$ cat config.mk
export PLATFORM = sky130hd
export DESIGN_NAME = pattern_source
export DESIGN_NICKNAME = d
export VERILOG_FILES = /design/src/rtl/pgen_pkg.sv /design/src/rtl/pgen_lfsr.sv /design/src/rtl/pgen_wave.sv /design/src/rtl/pattern_source.sv
export SDC_FILE = /design/constraint.sdc
export NUM_CORES = 1
export LEC_CHECK = 0
export BUFFER_PORTS_ARGS = -buffer_cell sky130_fd_sc_hd__buf_4
export CAP_MARGIN = 5
export CORE_AREA = 3 3 164 326
export CTS_BUF_LIST = sky130_fd_sc_hd__clkbuf_16
export DETAILED_ROUTE_END_ITERATION = 6
export DIE_AREA = 0 0 167 329
export SYNTH_ARGS = -nofsm -noshare
export SYNTH_HDL_FRONTEND = slang
export SYNTH_HIERARCHICAL = 1
export SYNTH_SLANG_ARGS = --single-unit
$ cat constraint.sdc
create_clock -name clk -period 9.15 [get_ports clk]
set_input_delay 1.83 -clock clk [delete_from_list [all_inputs] [get_ports clk]]
set_output_delay 1.83 -clock clk [all_outputs]
set_load 0.05 [all_outputs]
$ cat src/rtl/pgen_pkg.sv
package pgen_pkg;

  typedef enum logic [1:0] {
    SH_SAW = 2'd0,
    SH_TRI = 2'd1,
    SH_SQR = 2'd2,
    SH_SIN = 2'd3
  } shape_e;

  // Degree of each selectable sequence polynomial (index = sel[1:0]).
  function automatic int poly_len(input int idx);
    case (idx)
      0:       return 7;
      1:       return 15;
      2:       return 23;
      default: return 31;
    endcase
  endfunction

  // Middle feedback tap of each polynomial.
  function automatic int poly_tap(input int idx);
    case (idx)
      0:       return 6;
      1:       return 14;
      2:       return 18;
      default: return 28;
    endcase
  endfunction

endpackage

$ cat src/rtl/pgen_lfsr.sv
module pgen_lfsr #(
  parameter int N = 7,
  parameter int K = 6,
  parameter int W = 64
) (
  input  logic         clk,
  input  logic         rst,
  input  logic         load,
  input  logic         step,
  output logic [W-1:0] word
);

  logic [N-1:0] st;
  logic [N-1:0] st_nx;
  logic [N-1:0] s;

  // W sequence steps unrolled per clock.
  always_comb begin
    s    = st;
    word = '0;
    for (int i = 0; i < W; i++) begin
      word[i] = s[N-1] ^ s[K-1];
      s       = {s[N-2:0], word[i]};
    end
    st_nx = s;
  end

  always_ff @(posedge clk) begin
    if (rst || load) st <= '1;
    else if (step)   st <= st_nx;
  end

  AST_LFSR_NONZERO: assert property (@(posedge clk) disable iff (rst)
    (st != '0));

endmodule

$ cat src/rtl/pgen_wave.sv
module pgen_wave import pgen_pkg::*; #(
  parameter int DATA_W   = 64,
  parameter int SAMPLE_W = 16,
  parameter int PHASE_W  = 8
) (
  input  logic              clk,
  input  logic              rst,
  input  logic              load,
  input  logic              step,
  input  shape_e            shape,
  output logic [DATA_W-1:0] word
);

  localparam int LANES = DATA_W / SAMPLE_W;
  localparam int QN    = 1 << (PHASE_W - 2);
  localparam int ZW    = SAMPLE_W - PHASE_W + 1;
  localparam real PI   = 3.14159265358979;

  function automatic logic [SAMPLE_W-1:0] qsin(input int i);
    real ang;
    real amp;
    ang = PI * (2.0 * real'(i) + 1.0) / (4.0 * real'(QN));
    amp = real'((1 << (SAMPLE_W - 1)) - 1);
    return SAMPLE_W'($rtoi(amp * $sin(ang) + 0.5));
  endfunction

  logic [PHASE_W-1:0]  phase;
  logic [SAMPLE_W-1:0] sin_tab [QN];

  for (genvar i = 0; i < QN; i++) begin : g_tab
    assign sin_tab[i] = qsin(i);
  end

  for (genvar j = 0; j < LANES; j++) begin : g_lane
    logic [PHASE_W-1:0]  p;
    logic [PHASE_W-2:0]  t;
    logic [PHASE_W-3:0]  idx;
    logic [SAMPLE_W-1:0] mag;
    logic [SAMPLE_W-1:0] smp;
    always_comb begin
      p   = phase + PHASE_W'(j);
      t   = p[PHASE_W-1] ? ~p[PHASE_W-2:0] : p[PHASE_W-2:0];
      idx = p[PHASE_W-2] ? ~p[PHASE_W-3:0] : p[PHASE_W-3:0];
      mag = sin_tab[idx];
      case (shape)
        SH_SAW: smp = {~p[PHASE_W-1], p[PHASE_W-2:0], {(SAMPLE_W-PHASE_W){1'b0}}};
        SH_TRI: smp = {~t[PHASE_W-2], t[PHASE_W-3:0], {ZW{1'b0}}};
        SH_SQR: smp = p[PHASE_W-1] ? {1'b1, {(SAMPLE_W-2){1'b0}}, 1'b1}
                                   : {1'b0, {(SAMPLE_W-1){1'b1}}};
        default: smp = p[PHASE_W-1] ? (~mag + 1'b1) : mag;
      endcase
    end
    assign word[j*SAMPLE_W +: SAMPLE_W] = smp;
  end

  always_ff @(posedge clk) begin
    if (rst || load) phase <= '0;
    else if (step)   phase <= phase + PHASE_W'(LANES);
  end

  AST_PHASE_STEP: assert property (@(posedge clk) disable iff (rst)
    (step && !load) |=> (phase == $past(phase) + PHASE_W'(LANES)));

  AST_PHASE_RELOAD: assert property (@(posedge clk) disable iff (rst)
    load |=> (phase == '0));

endmodule

$ cat src/rtl/pattern_source.sv
module pattern_source import pgen_pkg::*; #(
  parameter int DATA_W   = 64,
  parameter int SAMPLE_W = 16,
  parameter int PHASE_W  = 8
) (
  input  logic              clk,
  input  logic              rst,
  input  logic [2:0]        sel,
  input  logic              en,
  input  logic              err_inj,
  input  logic              out_ready,
  output logic [DATA_W-1:0] out_data,
  output logic              out_valid
);

  localparam int NPOLY = 4;

  logic [2:0]        mode_q;
  logic              changed;
  logic              adv;
  logic              is_wave;
  logic              err_pend;
  logic              flip;
  logic [DATA_W-1:0] prbs_w [NPOLY];
  logic [DATA_W-1:0] wave_w;
  logic [DATA_W-1:0] word;

  assign changed = (sel != mode_q);
  assign is_wave = mode_q[2];
  assign adv     = en && !changed && (!out_valid || out_ready);
  assign flip    = !is_wave && (err_pend || err_inj);

  for (genvar g = 0; g < NPOLY; g++) begin : g_poly
    pgen_lfsr #(
      .N(poly_len(g)),
      .K(poly_tap(g)),
      .W(DATA_W)
    ) u_lfsr (
      .clk  (clk),
      .rst  (rst),
      .load (changed),
      .step (adv && !is_wave && (mode_q[1:0] == 2'(g))),
      .word (prbs_w[g])
    );
  end

  pgen_wave #(
    .DATA_W  (DATA_W),
    .SAMPLE_W(SAMPLE_W),
    .PHASE_W (PHASE_W)
  ) u_wave (
    .clk  (clk),
    .rst  (rst),
    .load (changed),
    .step (adv && is_wave),
    .shape(shape_e'(mode_q[1:0])),
    .word (wave_w)
  );

  assign word = is_wave ? wave_w : prbs_w[mode_q[1:0]];

  always_ff @(posedge clk) begin
    if (rst) begin
      mode_q    <= sel;
      out_valid <= 1'b0;
      out_data  <= '0;
      err_pend  <= 1'b0;
    end else if (changed) begin
      mode_q    <= sel;
      out_valid <= 1'b0;
      err_pend  <= 1'b0;
    end else begin
      if (adv) begin
        out_data  <= word ^ DATA_W'(flip);
        out_valid <= 1'b1;
      end else if (out_ready) begin
        out_valid <= 1'b0;
      end
      if (adv && !is_wave)          err_pend <= 1'b0;
      else if (err_inj && !is_wave) err_pend <= 1'b1;
    end
  end

  AST_STALL_HOLD: assert property (@(posedge clk) disable iff (rst)
    (out_valid && !out_ready && sel == mode_q) |=> (out_valid && $stable(out_data)));

  AST_RELOAD_DROP: assert property (@(posedge clk) disable iff (rst)
    (sel != mode_q) |=> !out_valid);

  AST_VALID_NEEDS_EN: assert property (@(posedge clk) disable iff (rst)
    $rose(out_valid) |-> $past(en));

endmodule

==> results.md <==
* Most used DFF post-synth: dfxtp_1
* Post-DP HPWL at 62.4 mm
* Crit-path max FO at 67
* Arrival time worst endpoint at 5580 ps
* IO Count at 73
* Via density at 6.16
* Iter 0 DRT Violations at 1408
* Critical-path top delay cell: ha_2
* Via count at between 15k and 20k
* Crit share post-route at a little under 60%
* Setup Skew at 9.68 ps
* Clk slew on worst S/H paths at 70 ps
* Fmax at 189 MHz
* Place WS at about 4100 ps
* Avg Cell Area, Syn at roughly 8.7 um2
* Tot GR Track Use at between 20% and 30%
* Final worst setup slack at just under 4000 ps
* Yosys warns at 6
* Combinational family with the most area after synthesis: compound AO/OA/AOI/OAI gates
* Worst VDD drop at around 0.14 mV
* Slowest stage delay, CP at 730 ps
* CP Cell Sequence: buf_4, inv_1, ha_2, buf_4, nor2b_1, o31ai_1, a21oi_1, nand3_1, or4_1, a31oi_1, a21oi_1, mux2i_1, a311oi_1
* Routed WL at 80.1 mm
* Mux share of post-synthesis cell area at roughly 18%
* Antenna-violating nets left at 0
* Root Buffer: clkbuf_16
* Sequential fraction of the synthesis area at a little under a fifth
* Count leader, synth: a21oi_1
* Cell row count at between 100 and 150
* Worst hold path type: register to register
* Post-CTS setup buffers at 0
* Maximum buffer depth of the clock tree at 2
* Placer Congestion at roughly 1.1
* Largest net degree at the start of global routing at 86
* Final Hold Vio Count at 0
* H-tree depth at 4
* Synthesized area at roughly 0.017 mm2
* Leading area contributor after synthesis: dfxtp_1
* Worst-Skew Late Latency at 460 ps
* Syn_nets at 1970
* Buf/Inv on CP at 3
* Die width at around 170 um
* Post-Synth XOR/XNOR Area at about 18%
* DRC at 0
* CP Launch Type: register
* Post-synthesis compound-gate area fraction at about a fifth
* Rel. slew slack at roughly a fifth
* Final Util at between 30% and 40%
* Ys async rst share at 0%
* TritonCTS clock tree: built
* Number of antenna violations at the first check in global routing at 5
* Unique cell type count in the Yosys netlist at 114
* Adder-cell share of the synthesized area at roughly 1.9%
* Sum of negative setup slack at 0 ps
* First-pass GRT wire length at approximately 110 mm
* Leak at about 6.6 nW
* Initial Utilization at roughly 33%
* Synth cell count leaders: a21oi_1 (159), dfxtp_1 (148), xor2_1 (142)
* Congestion Overflow GR at 0
* Die area at between 0.05 and 0.06 mm2
* Crit. End Element: register
* Req. time, crit path at 9450 ps
* Number of flops mapped to enable cells by yosys at 3
* Post-Synth Simple-Gate Area at approximately 14%
* Die height at around 330 um
* Register bit total from synthesis at roughly 150
* Multi-input logic area at between 0.01 and 0.015 mm2
* # clock sinks at about 150
* Reg area at 0.00305 mm2
* Final setup fails at 0
* Delay-heaviest family, CP: buffers and inverters
* Post-synthesis cell count at between 1.5k and 2k
* Core Box Area at ~0.05 mm2
* I/O Buffers at 72
* Wire per inst at 32.0 um
* TritonCTS Buffers at 17
* Number of global-route vias before repair at between 15k and 20k
* Fill count at about 5.2k
* Maxcap violations at 0
* Synth-to-Final Area Change at 5.44%
* Cts repair resizes at 0
* Layout cells sized above 1 at 17.5%
* Hold-fix buffers, CTS at 0
* Unrepaired setup endpoints after global routing: false
* Fin nets at about 1.9k
* Pins over their slew limit at 0
* Setup CP Type: register to register
* Worst-margin pin slew at around 1200 ps
* Status: completed
* Top cells by area, synth: dfxtp_1 (18%), mux4_2 (8.8%), mux2i_1 (7.7%), xor2_1 (7.4%), xnor2_1 (5.6%)
* First-pass iteration count of the detailed router at 6
* Share of the synthesized area in the top cell type at 17.6%
* Power Density at 102 mW/mm2
* Final min period at 5280 ps
-- where the power goes --
group	switching (W)	internal [W]	leakage, nW
Combinational	0.000257	0.000121	5.09
Sequential	0.0000179	0.000678	1.23
Clock	0.000336	0.000408	0.283
Total	0.000612	0.00121	6.61
-- final cells by class --
class | count | share of cell area (%)
clock buffers | 17 | 2.39
repair buffers | 109 | 4.60
flip-flops and latches | 151 | 17.2
well taps | 654 | 4.60
clock inverters | 15 | 0.936
inverters | 57 | 1.21
multi-input cells | 1500 | 69.1
diodes | 2 | 0.0281
-- placed cells by master (no fill, tap or decap), types with 7 or more instances in the layout --
cell,synthesis,final
and3b_1,12,12
ha_1,25,22
and3_1,19,17
o31ai_1,9,9
inv_1,54,55
xor2_1,142,142
o31a_1,8,8
dfxtp_1,148,147
nor3_1,14,14
nand3_1,29,29
a31oi_1,10,10
o211ai_1,8,8
o311ai_0,9,9
and2_1,9,9
a211o_1,8,8
nor3b_1,7,7
o22ai_1,12,12
a311oi_1,70,70
a221oi_1,13,13
o21ai_1,12,12
or3_1,21,21
mux4_2,66,66
mux2i_1,129,129
a21o_1,10,10
xnor2_2,14,15
o21ai_0,55,55
a211oi_1,15,15
clkbuf_16,0,17
nand2b_1,28,28
nor2_1,117,117
xnor2_1,108,107
xor2_2,11,11
mux2_2,11,11
nor2b_1,29,29
buf_4,35,109
or2_2,8,8
xor2_4,13,13
nand4_1,9,9
a21oi_1,159,159
nand2_1,138,138
-- layer usage --
metal	share of wire, %	vias up	GRT usage (%)
met1	31	7530	25.8
met3	4.6	307	3.18
li1	-	6786	-
met5	0	-	0
met2	52	802	52.6
met4	13	0	28.1
-- sequential cells by signal (all words and copies together) (netlist names) --
| name | flops |
|---|---|
| g_poly.u_lfsr/st | 76 |
| out_data | 64 |
| u_wave/phase | 6 |
| mode_q | 3 |
| err_pend | 1 |
| out_valid | 1 |
-- per-stage QoR --
step | cell area (um2) | total power, W | cells | hold WS (ps)
6_report | 17800 | 0.00182 | 2505 | 523
2_1_floorplan | 16900 | 0.000976 | 1937 | 487
3_5_place_dp | 17200 | 0.00108 | 2471 | 519
3_3_place_gp | 17200 | 0.00108 | 2471 | 502
4_1_cts | 17800 | 0.00182 | 2503 | 529
5_1_grt | 17800 | 0.00187 | 2503 | 540
-- worst register-to-register path: cells and delay by family (launching register included) --
kind / cells / cell delay (ps)
AOI/OAI and AO/OA: 5 / 1220
adders and majority gates: 1 / 730
buffers and inverters: 3 / 1360
DFF: 1 / 310
muxes: 1 / 260
and+or+nand+nor: 3 / 1240
-- kinds of logic after synthesis --
family          after synthesis
compound gates              496
xor+xnor                    290
fa+ha+maj                    25
buf+inv                     286
flops                       151
mux                         212
simple gates                477
-- final timing paths --
kind	startpoint	to	slack [ps]	cells past startpoint
worst max-delay path	u_wave/phase[6]	out_data[57]	3870	13
worst min-delay path	out_data[51]	out_data[51]	520	2
worst max register to register	u_wave/phase[6]	out_data[57]	3870	13
worst min register to register	out_data[51]	out_data[51]	520	2
No activity file was read; power rests on OpenSTA's default activity.
